`config.mk`:
```
export PLATFORM = sky130hd
export DESIGN_NAME = cfgbus_ctrl
export DESIGN_NICKNAME = d
export VERILOG_FILES = /design/src/rtl/cfgbus_pkg.sv /design/src/rtl/cfgbus_decode.sv /design/src/rtl/cfgbus_timer.sv /design/src/rtl/cfgbus_ctrl.sv
export SDC_FILE = /design/constraint.sdc
export NUM_CORES = 1
export LEC_CHECK = 0
export ABC_AREA = 0
export BUFFER_PORTS_ARGS = -buffer_cell sky130_fd_sc_hd__buf_2
export CORE_MARGIN = 3
export CORE_UTILIZATION = 45
export CTS_CLUSTER_DIAMETER = 50
export DETAILED_ROUTE_END_ITERATION = 7
export GPL_TIMING_DRIVEN = 0
export PLACE_DENSITY = 0.81
export SKIP_CTS_REPAIR_TIMING = 1
export SLEW_MARGIN = 20
export SYNTH_ARGS = -nofsm -noshare
export SYNTH_HDL_FRONTEND = slang
export SYNTH_SLANG_ARGS = --single-unit
```
`constraint.sdc`:
```
create_clock -name clk -period 3.6 [get_ports clk]
set_input_delay 0.54 -clock clk [delete_from_list [all_inputs] [get_ports clk]]
set_output_delay 0.54 -clock clk [all_outputs]
set_load 0.1 [all_outputs]
```
`src/rtl/cfgbus_pkg.sv`:
```
`timescale 1ns/100ps
package cfgbus_pkg;

    localparam int WORD_W   = 32;
    localparam int DATA_OFS = 'hA0;
    localparam int CMD_OFS  = 'hA4;
    localparam int STAT_OFS = 'hA8;

    typedef struct packed {
        logic        start;
        logic        wr;
        logic [3:0]  ctl_num;
        logic [5:0]  func;
        logic [1:0]  spare;
        logic [1:0]  site;
        logic [3:0]  pos;
        logic [11:0] dev;
    } cmd_word_t;

    typedef struct packed {
        logic [3:0]  ctl_num;
        logic [5:0]  func;
        logic [1:0]  site;
        logic [3:0]  pos;
        logic [11:0] dev;
    } target_t;

    typedef struct packed {
        logic fault;
        logic done;
    } stat_t;

    typedef enum logic [1:0] {
        SEL_NONE,
        SEL_DATA,
        SEL_CMD,
        SEL_STAT
    } reg_sel_e;

    function automatic target_t target_of(input cmd_word_t c);
        target_t t;
        t.ctl_num = c.ctl_num;
        t.func    = c.func;
        t.site    = c.site;
        t.pos     = c.pos;
        t.dev     = c.dev;
        return t;
    endfunction

endpackage

```
`src/rtl/cfgbus_decode.sv`:
```
`timescale 1ns/100ps
module cfgbus_decode
    import cfgbus_pkg::*;
#(
    parameter int ADDR_W = 8
) (
    input  logic [ADDR_W-1:0] addr,
    output reg_sel_e          sel
);
    localparam logic [ADDR_W-1:0] A_DATA = ADDR_W'(DATA_OFS);
    localparam logic [ADDR_W-1:0] A_CMD  = ADDR_W'(CMD_OFS);
    localparam logic [ADDR_W-1:0] A_STAT = ADDR_W'(STAT_OFS);

    always_comb begin
        if (addr == A_DATA)      sel = SEL_DATA;
        else if (addr == A_CMD)  sel = SEL_CMD;
        else if (addr == A_STAT) sel = SEL_STAT;
        else                     sel = SEL_NONE;
    end
endmodule

```
`src/rtl/cfgbus_timer.sv`:
```
`timescale 1ns/100ps
module cfgbus_timer #(
    parameter int LIMIT = 2_000_000
) (
    input  logic clk,
    input  logic rst,
    input  logic run,
    input  logic done,
    output logic expire
);
    localparam int CW = $clog2(LIMIT + 1);

    logic [CW-1:0] cnt_q;

    always_ff @(posedge clk) begin
        if (rst)              cnt_q <= '0;
        else if (run && !done) cnt_q <= cnt_q + 1'b1;
        else                  cnt_q <= '0;
    end

    assign expire = run && (cnt_q == CW'(LIMIT - 1));

    // the counter never passes the limit
    p_cnt_bound_r9: assert property (@(posedge clk) disable iff (rst)
        cnt_q < CW'(LIMIT));

    // an idle cycle leaves the counter cleared
    p_cnt_idle_r9: assert property (@(posedge clk) disable iff (rst)
        !run |=> cnt_q == '0);
endmodule

```
`src/rtl/cfgbus_ctrl.sv`:
```
`timescale 1ns/100ps
module cfgbus_ctrl
    import cfgbus_pkg::*;
#(
    parameter int ADDR_W      = 8,
    parameter int TIMEOUT_CYC = 2_000_000
) (
    input  logic              clk,
    input  logic              rst,
    input  logic [ADDR_W-1:0] bus_addr,
    input  logic              bus_wr,
    input  logic [31:0]       bus_wdata,
    output logic [31:0]       bus_rdata,
    output logic              rq_valid,
    output logic              rq_write,
    output logic [3:0]        rq_ctl,
    output logic [5:0]        rq_func,
    output logic [1:0]        rq_site,
    output logic [3:0]        rq_pos,
    output logic [11:0]       rq_dev,
    output logic [31:0]       rq_wdata,
    input  logic              rsp_ack,
    input  logic              rsp_err,
    input  logic [31:0]       rsp_rdata
);
    cmd_word_t          cmd_q;
    logic [WORD_W-1:0]  data_q;
    stat_t              stat_q;
    reg_sel_e           sel;
    logic               busy, expire, finish, fault;
    target_t            tgt;

    cfgbus_decode #(.ADDR_W(ADDR_W)) u_dec (
        .addr (bus_addr),
        .sel  (sel)
    );

    assign busy   = cmd_q.start;
    assign finish = busy && (rsp_ack || expire);
    assign fault  = rsp_ack ? rsp_err : 1'b1;

    cfgbus_timer #(.LIMIT(TIMEOUT_CYC)) u_tmr (
        .clk    (clk),
        .rst    (rst),
        .run    (busy),
        .done   (finish),
        .expire (expire)
    );

    always_ff @(posedge clk) begin
        if (rst) begin
            cmd_q  <= '0;
            data_q <= '0;
            stat_q <= '0;
        end else begin
            if (bus_wr && sel == SEL_DATA && !busy) data_q <= bus_wdata;
            if (bus_wr && sel == SEL_CMD && !busy)  cmd_q  <= cmd_word_t'(bus_wdata);
            if (bus_wr && sel == SEL_STAT)          stat_q <= stat_t'(bus_wdata[1:0]);
            if (finish) begin
                cmd_q.start <= 1'b0;
                stat_q      <= stat_t'({fault, 1'b1});
                if (!cmd_q.wr && !fault) data_q <= rsp_rdata;
            end
        end
    end

    always_comb begin
        unique case (sel)
            SEL_DATA: bus_rdata = data_q;
            SEL_CMD:  bus_rdata = cmd_q;
            SEL_STAT: bus_rdata = {30'd0, stat_q};
            default:  bus_rdata = '0;
        endcase
    end

    assign tgt      = target_of(cmd_q);
    assign rq_valid = busy;
    assign rq_write = cmd_q.wr;
    assign rq_ctl   = tgt.ctl_num;
    assign rq_func  = tgt.func;
    assign rq_site  = tgt.site;
    assign rq_pos   = tgt.pos;
    assign rq_dev   = tgt.dev;
    assign rq_wdata = data_q;

    // a running request stays up until it is answered or times out
    p_hold_busy_r3: assert property (@(posedge clk) disable iff (rst)
        busy && !rsp_ack && !expire |=> rq_valid);

    // command writes during a transaction change nothing
    p_ignore_cmd_r4: assert property (@(posedge clk) disable iff (rst)
        busy && bus_wr && sel == SEL_CMD && !rsp_ack && !expire
        |=> cmd_q == $past(cmd_q));

    // acknowledge ends the transaction and posts completion together
    p_finish_r5: assert property (@(posedge clk) disable iff (rst)
        busy && rsp_ack |=> !rq_valid && stat_q.done);

    // clean read returns the remote word
    p_read_data_r6: assert property (@(posedge clk) disable iff (rst)
        busy && rsp_ack && !rsp_err && !cmd_q.wr |=> data_q == $past(rsp_rdata));

    // faulted acknowledge keeps data and flags both status bits
    p_fault_r8: assert property (@(posedge clk) disable iff (rst)
        busy && rsp_ack && rsp_err |=> stat_q == 2'b11 && $stable(data_q));

    // silent remote side ends in fault
    p_timeout_r9: assert property (@(posedge clk) disable iff (rst)
        busy && !rsp_ack && expire |=> stat_q == 2'b11 && !rq_valid);

    // status holds while the transaction runs
    p_stat_quiet_r11: assert property (@(posedge clk) disable iff (rst)
        busy && !finish && !(bus_wr && sel == SEL_STAT) |=> $stable(stat_q));

    // data writes during a transaction are dropped
    p_data_locked_r12: assert property (@(posedge clk) disable iff (rst)
        busy && !finish |=> $stable(data_q));
endmodule

```
After elaboration in Yosys (flattened, before gate mapping)
Cells that the tools add are included.
{"block": "classes", "n_reduce_logical": 17, "eq_ne": 7, "n_bitwise": 1, "muxes": 10, "addsub": 1}
{"operator": "32-bit 2-to-1 mux", "count": 3}
{"operator": "32-bit case mux with 3 select lines", "count": 1}
{"operator": "8-bit == test (second input constant)", "count": 3}
{"operator": "21-bit by 1-bit adder with 21-bit output (second input constant)", "count": 1}
{"operator": "21-bit == test (second input constant)", "count": 1}
{"operator": "2-bit 2-to-1 mux", "count": 5}
{"operator": "1-bit logical AND", "count": 9}
{"operator": "2-bit == test (second input constant)", "count": 2}
{"operator": "1-bit logical NOT", "count": 4}
{"operator": "2-bit OR reduction", "count": 2}
{"operator": "2-bit by 1-bit == test with 1-bit output (second input constant)", "count": 1}
{"operator": "2-bit nonzero test", "count": 1}
{"operator": "1-bit logical OR", "count": 1}
{"operator": "1-bit 2-to-1 mux", "count": 1}
{"operator": "1-bit NOT", "count": 1}
{"block": "word_totals", "regBits": 87, "word_cells": 48, "inputBits": 77, "out_inout_bits": 94}

Logic depth before layout (Yosys ltp)
Gate-level depths: netlist of the first run.
{"block": "logic_depth", "word_depth": 10, "mapped_depth": 7, "depth_no_buf": 5}

Hierarchy
A second synthesis of the first run with hierarchy kept.
{"block": "unflattened", "hier_cells": 522, "area_unflattened_um2": 4232.8}
{"mod": "cfgbus_ctrl", "n_inst": 1, "area_per_inst_um2": 3194.3, "cells_each": 406, "seq_area_each_um2": 1321.3}
{"mod": "cfgbus_timer", "n_inst": 1, "area_per_inst_um2": 989.7, "cells_each": 112, "seq_area_each_um2": 420.4}
{"mod": "cfgbus_decode", "n_inst": 1, "area_per_inst_um2": 48.8, "cells_each": 4, "seq_area_each_um2": 0.0}

Worst setup path before layout of the first run
No wires, ideal clock.
{"block": "synth_timing", "path_type": "flip-flop to output port", "from": "register data_q[0] (netlist: rq_wdata[0])", "to": "output bus_rdata[0]", "t_arrival_ps": 2510, "n_path_buf": 0, "required_ps": 3060, "stages_incl_launch_ff": 5, "path_slack_ps": 550, "cell_sequence": "dfxtp_1 -> mux2i_1 -> nor2_1 -> a21oi_1 -> nor2_1"}
{"block": "synth_between", "elab_chain_len": 1}
{"element": "from (decl)", "line_no": "cfgbus_ctrl.sv:27", "source": "logic [WORD_W-1:0] data_q;"}
{"element": "from (signal assigned)", "line_no": "cfgbus_ctrl.sv:56", "source": "if (bus_wr && sel == SEL_DATA && !busy) data_q <= bus_wdata;"}
{"element": "from (signal assigned)", "line_no": "cfgbus_ctrl.sv:62", "source": "if (!cmd_q.wr && !fault) data_q <= rsp_rdata;"}
{"element": "32-bit case mux with 3 select lines", "line_no": "cfgbus_ctrl.sv:68", "source": "unique case (sel)"}
{"element": "to (decl)", "line_no": "cfgbus_ctrl.sv:13", "source": "output logic [31:0] bus_rdata,"}
No other way between the ends.

Final worst setup path of the first run
{"block": "layout_timing", "from": "input bus_addr[1]", "to": "output bus_rdata[19]"}
{"block": "layout_between", "elab_chain_len": 6, "word_cells_on_any_way": 10, "cone_classes": "eq/ne: 6; mux: 4"}
{"element": "from (decl)", "line_no": "cfgbus_ctrl.sv:10", "source": "input logic [ADDR_W-1:0] bus_addr,"}
{"element": "8-bit == test", "line_no": "cfgbus_decode.sv:17", "source": "else if (addr == A_STAT) sel = SEL_STAT;"}
{"element": "2-bit 2-to-1 mux", "line_no": "cfgbus_decode.sv:17"}
{"element": "2-bit 2-to-1 mux", "line_no": "cfgbus_decode.sv:16", "source": "else if (addr == A_CMD) sel = SEL_CMD;"}
{"element": "2-bit 2-to-1 mux *", "line_no": "cfgbus_decode.sv:15", "source": "if (addr == A_DATA) sel = SEL_DATA;"}
{"element": "2-bit == test / 2-bit by 1-bit == test with 1-bit output (equally long branches)", "line_no": "cfgbus_ctrl.sv:68"}
{"element": "32-bit case mux with 3 select lines *", "line_no": "cfgbus_ctrl.sv:68"}
Every way passes the cells marked *; elsewhere a longest branch is shown, timed or not.

==> reports/metrics.yaml, run 1 <==
critical_path:
  crit_buf_inv: 4
  crit_fanout: 10
  cp-endpoint: "bus_rdata[19]"
  critPathTopFamily: "buffers and inverters"
  worst-r2r-cell-count: 7
  worstReg2RegStart: "u_tmr.cnt_q[0]"
  startpoint: "bus_addr[1]"
  regToRegEndpoint: "u_tmr.cnt_q[7]"
  cp_slowest_cell: "nor4b_2"
  crit_path_start_kind: "input pin"
  path_cells: "buf_2 -> nor4b_2 -> and3_1 -> buf_2 -> clkbuf_1 -> a22o_1 -> buf_2"
  crit_arrival_ns: 2.92
  max_stage_delay_ns: 0.58
  reg2reg_slack_ns: 1.44
  worst_path_most_repeated_cell: "buf_2"
  cp_num_cells: 7
  setup.worst_path.class: "input pin to output pin"
  required_ns: 3.06
  end_kind: "output pin"
power_and_ir_drop:
  p_total_mw: 1.825
  p_sw_frac: 0.2364
  pwr-share-seq: 0.528
  p_per_area_mw_per_mm2: 337.9
  p_comb_frac: 0.054
  p_int_mw: 1.394
  leakage_nw: 2.346
  p_sw_mw: 0.4316
  clock_power_share: 0.418
  vdd_ir_drop_max_uv: 236.8
floorplan:
  start_util: 0.4716
  die_h_microns: 102.5
  num_rows: 34
  io_pins: 171
  fp.dieArea_sq_mm: 0.01051
  die_x_microns: 102.5
  core_sq_mm: 0.008891
synth:
  ys_seq_elements: 87
  synth_cells: 526
  avgSynthCellArea_sq_um: 7.971
  synth_edf_count: 0
  ys.flop_type: "dfxtp_1"
  async_flop_share: 0
  synth_area_leaders: "dfxtp_1, nand2_1, a311oi_1, a22o_1, buf_4"
  yosysTopAreaCellShare: 0.4154
  synth.distinct_cells: 35
  ys_seq_area_frac: 0.4154
  syn-cell-area_sq_mm: 0.004193
  synthDominantAreaCellType: "dfxtp_1"
  syn_nets: 604
  yosys_warnings: 0
sta:
  rsz0062_at_grt: "false"
  slew_headroom: 0.5230
  tns_ns: 0
  hold_violations: 0
  setup_viol: 0
  fin_crit_ns: 3.459
  worst_pin_slew_ns: 0.7155
  period_share: 0.9608
  fin_skew_ns: 0.01009
  fmax_mhz: 289.1
  drv_slew: 0
clock_tree:
  cts_root_buffer: "clkbuf_8"
  insertion_delay_ns: 0.36
  clkSlewWorstSetupHoldPaths_ns: 0.09
  cts_made_buffers: 9
  clockBufferDepth: 2
  htree_num_levels: 3
  clkSinkCount: 87
  cts_tree: "yes"
final_layout:
  drive_gt1_frac: 0.3301
  fillers: 821
  num_antenna_cells: 0
  area_growth_pct: 28.83
  nNetsFinal: 785
global_route:
  grt_pass1_wl_microns: 21330
  grt_usage: 0.2603
  grt_max_degree: 16
  grt_antenna_before_repair: 0
  grt-ovfl-total: 0
  grt_pass1_vias: 4371
routing:
  antenna_violating_nets_post_route: 0
  wirelength_microns: 14320
  drt_pass1_iterations: 5
  vias: 4695
  drt_iter0_drc: 330
  wl_per_cell_microns: 17.47
  via_per_inst: 5.726
  drcViolationCount: 0
place:
  io_buffers: 170
  dp_hpwl_microns: 10610
  gp_congestion: 0.9526
status:
  run_status: "finished, final reports clean"
job:
  cap_violations: 0
worst_hold_path:
  hold_path.class: "input pin to flop"
## worst min path at each step
stage	end	startpoint	depth (start not counted)	slack (ns)
3_5_place_dp	cmd_q[19]	cmd_q[19]	2	0.45
2_1_floorplan	u_tmr.cnt_q[0]	u_tmr.cnt_q[0]	1	0.43
5_1_grt	rq_dev[9]	bus_wdata[9]	3	0.43
6_report	rq_ctl[0]	bus_wdata[26]	3	0.44
3_3_place_gp	cmd_q[18]	cmd_q[18]	2	0.44
4_1_cts	rq_dev[7]	bus_wdata[7]	3	0.43
## per-layer routing
| metal | wire (microns) | vias up | global-route usage |
|---|---|---|---|
| met5 | 0 | - | 0 |
| met1 | 5665 | 2193 | 0.3262 |
| met3 | 1445 | 33 | 0.06563 |
| met2 | 6848 | 275 | 0.4166 |
| li1 | - | 2194 | - |
| met4 | 363 | 0 | 0.1302 |
## placed cells by master, fill, tap and decap left out, types with 3 or more instances in the layout
master / n
o21ai_0: 4
nor2b_1: 5
nor2_1: 52
or3_1: 5
nand3_1: 40
a21oi_1: 39
and4_1: 4
o31ai_1: 3
xnor2_1: 6
dfxtp_1: 87
xor2_1: 7
a22o_1: 30
nand4_1: 6
clkbuf_1: 27
clkbuf_8: 9
nand2_1: 104
and3_1: 4
mux2i_1: 4
buf_2: 184
a311oi_1: 33
buf_4: 28
inv_1: 3
## cell usage after synthesis (all sizes together), types with 3 or more instances
cell / number
nand2: 104
dfxtp: 87
nor2: 52
buf: 42
nand3: 41
a21oi: 40
a311oi: 33
a22o: 30
clkbuf: 29
xor2: 7
nand4: 6
xnor2: 6
nor2b: 5
or3: 5
and3: 4
and4: 4
mux2i: 4
o21ai: 4
inv: 3
nor4b: 3
o31ai: 3
or4: 3
## power groups by stage
stage | registers [mW] | logic (mW) | clock network [mW]
2_1_floorplan | 0.990 | 0.0265 | 0
3_3_place_gp | 0.986 | 0.0951 | 0
3_5_place_dp | 0.986 | 0.0960 | 0
4_1_cts | 0.963 | 0.0968 | 0.770
5_1_grt | 0.964 | 0.105 | 0.805
6_report | 0.963 | 0.0990 | 0.763
## worst min-delay path: stages
cell	delay, ns
buf_2	0.11
nand3_1	0.06
a21oi_1	0.05
## stage by stage
stage               instances  utilization  hold slack, ns  instance area (sq um)  setup WS (ns)
floorplan                 526            -          0.4299                   4193         0.5504
global route              820       0.6075          0.4283                   5401        0.04588
detailed placement        804       0.5825          0.4507                   5179        0.07441
global placement          804       0.5825          0.4446                   5179         0.1412
finish                    820       0.6075          0.4397                   5401         0.1411
CTS                       820       0.6072          0.4295                   5399        0.07673
## final cells by class
class | instances | area, sq um | area share
well taps | 108 | 135.1 | 0.02502
flip-flops and latches | 87 | 1742 | 0.3224
plain buffers | 71 | 391.6 | 0.07250
clock buffers | 9 | 123.9 | 0.02293
clock inverters | 7 | 96.34 | 0.01784
repair buffers | 170 | 850.8 | 0.1575
inverters | 3 | 11.26 | 0.002085
multi-input cells | 365 | 2051 | 0.3797
## registers in the layout, summed over array words and instances (netlist names)
register and flops:
rq_wdata 32, u_tmr.cnt_q 21, rq_pos 4, rq_write 1, rq_ctl 4, rq_site 2
stat_q 2, rq_dev 12, rq_func 6, cmd_q 2, rq_valid 1
## kinds of logic (layout without fill, tap and decap cells)
| kind of cell | after synthesis | after routing | share of synthesized area |
|---|---|---|---|
| xor+xnor | 13 | 13 | 0.02716 |
| fa+ha+maj | 1 | 1 | 0.002984 |
| compound gates | 112 | 112 | 0.1937 |
| simple gates | 235 | 235 | 0.2557 |
| flops | 87 | 87 | 0.4154 |
| buf+inv | 74 | 260 | 0.09549 |
| mux | 4 | 4 | 0.009550 |
No activity file was read; power rests on OpenSTA's default activity.
==> run 2: changes to the inputs <==
CORE_UTILIZATION = 44   (was 45)
PLACE_DENSITY = 0.83   (was 0.81)
clock period = 2.9 ns   (was 3.6 ns; I/O delays follow)
==> run 2 against run 1 <==
  * Clock skew increased by 0.0027 ns
  * Via count increased by 1.8%
  * Worst hold slack got worse by 0.11 ns
  * Count of clock-buffer cells in the layout increased by 2
  * Flip-flop and latch count unchanged
  * Combinational power increased by 26%
  * Critical path type unchanged
==> reports/metrics.yaml, run 2 (same netlist as run 1, synthesis figures left out) <==
status:
  run_status: "finished, final reports clean"
global_route:
  grt_pass1_vias: 4728
  grt_antenna_before_repair: 0
  grt_pass1_wl_microns: 23290
  grt_max_degree: 15
  grt-ovfl-total: 0
  grt_usage: 0.2616
sta:
  fin_crit_ns: 2.776
  worst_pin_slew_ns: 0.6073
  hold_violations: 0
  fin_skew_ns: 0.01280
  period_share: 0.9572
  setup_viol: 0
  drv_slew: 0
  tns_ns: 0
  slew_headroom: 0.5951
  rsz0062_at_grt: "true"
  fmax_mhz: 360.2
place:
  dp_hpwl_microns: 10820
  gp_congestion: 0.9267
  io_buffers: 170
critical_path:
  end_kind: "output pin"
  critPathTopFamily: "simple AND/OR/NAND/NOR gates"
  crit_arrival_ns: 2.34
  crit_path_start_kind: "input pin"
  path_cells: "buf_2 -> nor4b_4 -> nand2_1 -> nor3_1 -> buf_2 -> a22o_1 -> clkbuf_4"
  required_ns: 2.47
  crit_buf_inv: 3
  cp_slowest_cell: "nor4b_4"
  max_stage_delay_ns: 0.44
  crit_fanout: 10
  worst_path_most_repeated_cell: "buf_2"
  setup.worst_path.class: "input pin to output pin"
final_layout:
  area_growth_pct: 31.63
  fillers: 796
  num_antenna_cells: 0
  largest_register_ffs: 32
  drive_gt1_frac: 0.3329
  layout_commonest_cell: "buf_2"
  seq_area_sq_mm: 0.001742
  multi_input_area_sq_mm: 0.002064
  nNetsFinal: 785
  layout_common_cells: "buf_2, nand2_1, dfxtp_1"
routing:
  wirelength_microns: 14630
  wl_met1_microns: 5795
  wl_per_cell_microns: 17.45
  drt_pass1_iterations: 8
  antenna_violating_nets_post_route: 0
  vias: 4781
  drcViolationCount: 0
  via_per_inst: 5.705
  met3_length_microns: 1283
  drt_iter0_drc: 371
  highest_layer: "met4"
  route.met2.wl_microns: 7022
clock_tree:
  htree_num_levels: 3
  cts_made_buffers: 9
  cts_root_buffer: "clkbuf_8"
  clockBufferDepth: 2
  clkSinkCount: 87
  insertion_delay_ns: 0.36
  cts_tree: "yes"
  clkSlewWorstSetupHoldPaths_ns: 0.09
power_and_ir_drop:
  vdd_ir_drop_max_uv: 278.9
  p_per_area_mw_per_mm2: 411.3
  leakage_nw: 2.329
  p_total_mw: 2.270
floorplan:
  core_sq_mm: 0.008976
  die_x_microns: 103.6
  num_rows: 34
  io_pins: 171
  die_h_microns: 103.6
  start_util: 0.4671
  fp.dieArea_sq_mm: 0.01074
job:
  cap_violations: 0
worst_hold_path:
  hold_path.class: "input pin to flop"
==> run 2: worst paths after layout <==
path              cells past startpoint      startpoint  slack (ns)              to
setup / recovery                      7     bus_addr[1]        0.12   bus_rdata[16]
hold / removal                        3   bus_wdata[22]        0.33      rq_func[2]
setup reg to reg                      7  u_tmr.cnt_q[0]        0.78  u_tmr.cnt_q[7]
hold reg to reg                       2       cmd_q[18]        0.46       cmd_q[18]
==> run 2: layout make-up <==
class	count	share of cell area
multi-input cells	365	0.3741
flip-flops and latches	87	0.3156
repair buffers	170	0.1678
plain buffers	71	0.07164
well taps	126	0.02856
clock buffers	11	0.02562
clock inverters	5	0.01474
inverters	3	0.002040
==> run 2: worst register-to-register path: stages, from the launching register on <==
cell and delay (ns):
dfxtp_1 0.38, ha_1 0.22, and4_1 0.20, clkbuf_1 0.28, nand3_1 0.17, o211ai_1 0.22
clkbuf_1 0.41, nor2_1 0.12
==> run 2: report_power, final <==
group          internal [mW]  leakage (nW)  switching (mW)  total, mW
combinational         0.0476          1.52          0.0769      0.125
clock                  0.509         0.110           0.441      0.950
sequential              1.19         0.700         0.00108       1.20
==> run 2: layer usage <==
metal / track usage / vias to the layer above
li1: - / 2195
met5: 0 / -
met1: 0.3231 / 2250
met3: 0.05535 / 55
met2: 0.4341 / 281
met4: 0.1273 / 0
==> run 2: per-stage QoR <==
step | hold WS, ns | setup slack, ns | instance area (sq um) | std cells | util
2_1_floorplan | 0.4299 | 0.1377 | 4198 | 526 | -
5_1_grt | 0.3355 | -0.03616 | 5519 | 838 | 0.6149
3_5_place_dp | 0.4518 | -0.3611 | 5206 | 822 | 0.5800
3_3_place_gp | 0.4437 | -0.3221 | 5206 | 822 | 0.5800
6_report | 0.3303 | 0.1241 | 5519 | 838 | 0.6149
4_1_cts | 0.3272 | -0.3771 | 5429 | 838 | 0.6048
==> run 3: changes to the inputs <==
ABC_AREA = 1   (was 0)
CORE_UTILIZATION = 45   (was 44)
CTS_BUF_LIST = sky130_fd_sc_hd__clkbuf_8   (was unset)
==> run 3 against run 2 <==
  * Synthesized cell count up 32%
  * Clock skew increased by 0.00058 ns
  * Worst hold slack got worse by 0.047 ns
  * Clock power decreased by 2%
==> reports/metrics.yaml, run 3 <==
synth:
  ys_seq_elements: 87
  synth_edf_count: 0
  async_flop_share: 0
  synth_xor_area_frac: 0.01338
  synth_area_leaders: "dfxtp_1, nand2_1, o21ai_0, inv_1, buf_4"
  avgSynthCellArea_sq_um: 6.585
  syn-cell-area_sq_mm: 0.004583
  ys.flop_type: "dfxtp_1"
  yosys-top-cells-count: "nand2_1, inv_1, o21ai_0"
  synth_compound_area_frac: 0.1545
  synth_mux_area_frac: 0
  ys_seq_area_frac: 0.3800
  synth_cells: 696
  yosys_warnings: 0
  syn_nets: 774
  yosys.area_share.simple: 0.2689
  synth_top_family_by_area: "simple AND/OR/NAND/NOR gates"
  synthAdderAreaFrac: 0.002730
  post-synth-top-count-cell: "nand2_1"
  yosysTopAreaCellShare: 0.3800
  synthDominantAreaCellType: "dfxtp_1"
  synth.distinct_cells: 32
critical_path:
  reg2reg_slack_ns: 1.05
  setup.worst_path.class: "input pin to output pin"
  worst-r2r-cell-count: 8
  regToRegEndpoint: "rq_wdata[5]"
  worstReg2RegStart: "rq_valid"
  end_kind: "output pin"
  max_stage_delay_ns: 0.46
  worst_path_most_repeated_cell: "buf_2"
  cp_slowest_cell: "buf_2"
  cp-endpoint: "bus_rdata[19]"
  path_cells: "buf_2 -> or2_4 -> nor3_4 -> nand2_2 -> clkbuf_1 -> o21ai_2 -> buf_2"
  crit_arrival_ns: 2.30
  crit_fanout: 10
  crit_path_start_kind: "input pin"
  required_ns: 2.47
  startpoint: "bus_addr[1]"
power_and_ir_drop:
  leakage_nw: 3.106
  p_per_area_mw_per_mm2: 381.6
  p_comb_frac: 0.060
  p_sw_mw: 0.5318
  p_sw_frac: 0.2349
  clock_power_share: 0.412
  p_int_mw: 1.732
  pwr-share-seq: 0.528
  vdd_ir_drop_max_uv: 228.6
place:
  io_buffers: 170
  dp_hpwl_microns: 10840
  placed_cell_area_sq_mm: 0.005720
  gp_congestion: 0.8585
  place_inst: 999
sta:
  worst_pin_slew_ns: 0.9232
  fin_skew_ns: 0.01338
  fmax_mhz: 365.8
  hold_violations: 0
  drv_slew: 0
  slew_headroom: 0.3845
  period_share: 0.9428
  rsz0062_at_grt: "false"
  fin_crit_ns: 2.734
  setup_viol: 0
routing:
  wl_per_cell_microns: 14.15
  antenna_violating_nets_post_route: 0
  via_per_inst: 4.925
  wirelength_microns: 14360
  drt_iter0_drc: 272
  drcViolationCount: 0
  drt_pass1_iterations: 5
  vias: 4999
global_route:
  grt_pass1_wl_microns: 22310
  grt_max_degree: 15
  grt_usage: 0.2474
  grt-ovfl-total: 0
  grt_antenna_before_repair: 1
  grt_pass1_vias: 4583
final_layout:
  area_growth_pct: 29.46
  layout_commonest_cell: "buf_2"
  layout_common_cells: "buf_2, nand2_1, inv_1"
  design_area_sq_mm: 0.005933
  instances_no_fill: 1015
  num_antenna_cells: 0
  drive_gt1_frac: 0.3073
  nNetsFinal: 955
  largest_register_ffs: 32
floorplan:
  start_util: 0.4667
  die_x_microns: 106.9
  num_rows: 36
  io_pins: 171
  core_sq_mm: 0.009819
  fp.dieArea_sq_mm: 0.01143
  die_h_microns: 106.9
clock_tree:
  insertion_delay_ns: 0.36
  clockBufferDepth: 2
  cts_root_buffer: "clkbuf_8"
  htree_num_levels: 3
  cts_made_buffers: 9
  cts_tree: "yes"
  clkSlewWorstSetupHoldPaths_ns: 0.08
  clkSinkCount: 87
status:
  run_status: "finished, final reports clean"
job:
  cap_violations: 0
worst_hold_path:
  hold_path.class: "input pin to flop"
run 3: cell count changes after synthesis, sizes merged, moves of 9 or more:
cell / delta
nor3: +15
a22o: -30
clkbuf: -9
a311oi: -33
o21ai: +89
nand2: +70
nor2: -22
inv: +114
run 3: worst min path at each step:
stage                from  slack (ns)         end  depth (start not counted)
2_1_floorplan  rq_site[0]        0.44  rq_site[0]                          2
3_3_place_gp   rq_site[0]        0.45  rq_site[0]                          2
3_5_place_dp   rq_site[0]        0.46  rq_site[0]                          2
4_1_cts               rst        0.26   stat_q[0]                          2
5_1_grt               rst        0.27   stat_q[0]                          2
6_report              rst        0.28   stat_q[0]                          2
run 3: per-stage QoR:
step	setup slack [ns]	setup TNS, ns	utilization	hold WS [ns]	power (mW)
CTS	0.1348	0	0.6042	0.2647	2.268
global route	0.04245	0	0.6042	0.2672	2.337
floorplan	-0.6077	-1.500	-	0.4393	1.284
global placement	0.1389	0	0.5826	0.4541	1.358
finish	0.1659	0	0.6042	0.2836	2.264
detailed placement	0.1328	0	0.5826	0.4603	1.358
run 3: layer usage:
layer,track usage,up-vias,wire (microns)
li1,-,2517,-
met5,0,-,13
met3,0.06984,26,1291
met2,0.4051,224,6818
met4,0.09132,2,287
met1,0.3102,2230,5951
run 3: power groups by stage:
stage | combinational (mW) | clock (mW) | sequential, mW
final | 0.135 | 0.933 | 1.20
after global placement | 0.133 | 0 | 1.22
after global routing | 0.150 | 0.990 | 1.20
after CTS | 0.134 | 0.937 | 1.20
after detailed placement | 0.134 | 0 | 1.22
after floorplan | 0.0541 | 0 | 1.23
run 3: area by class of cell:
type / instances / area, sq um
Timing Repair Buffer: 170 / 850.8
Fill cell: 998 / 3886
Multi-Input combinational cell: 429 / 2125
Clock inverter: 7 / 88.84
Buffer: 63 / 397.9
Tap cell: 133 / 166.4
Clock buffer: 9 / 123.9
Inverter: 117 / 439.2
Sequential cell: 87 / 1742
run 3: logic make-up after synthesis:
family | after synthesis
simple gates | 281
buf+inv | 180
compound gates | 140
flops | 87
xor+xnor | 7
fa+ha+maj | 1
run 3: critical path: cells and delay by family:
family,cells,cell delay [ns]
buf+inv,3,0.97
simple gates,3,0.61
compound gates,1,0.26
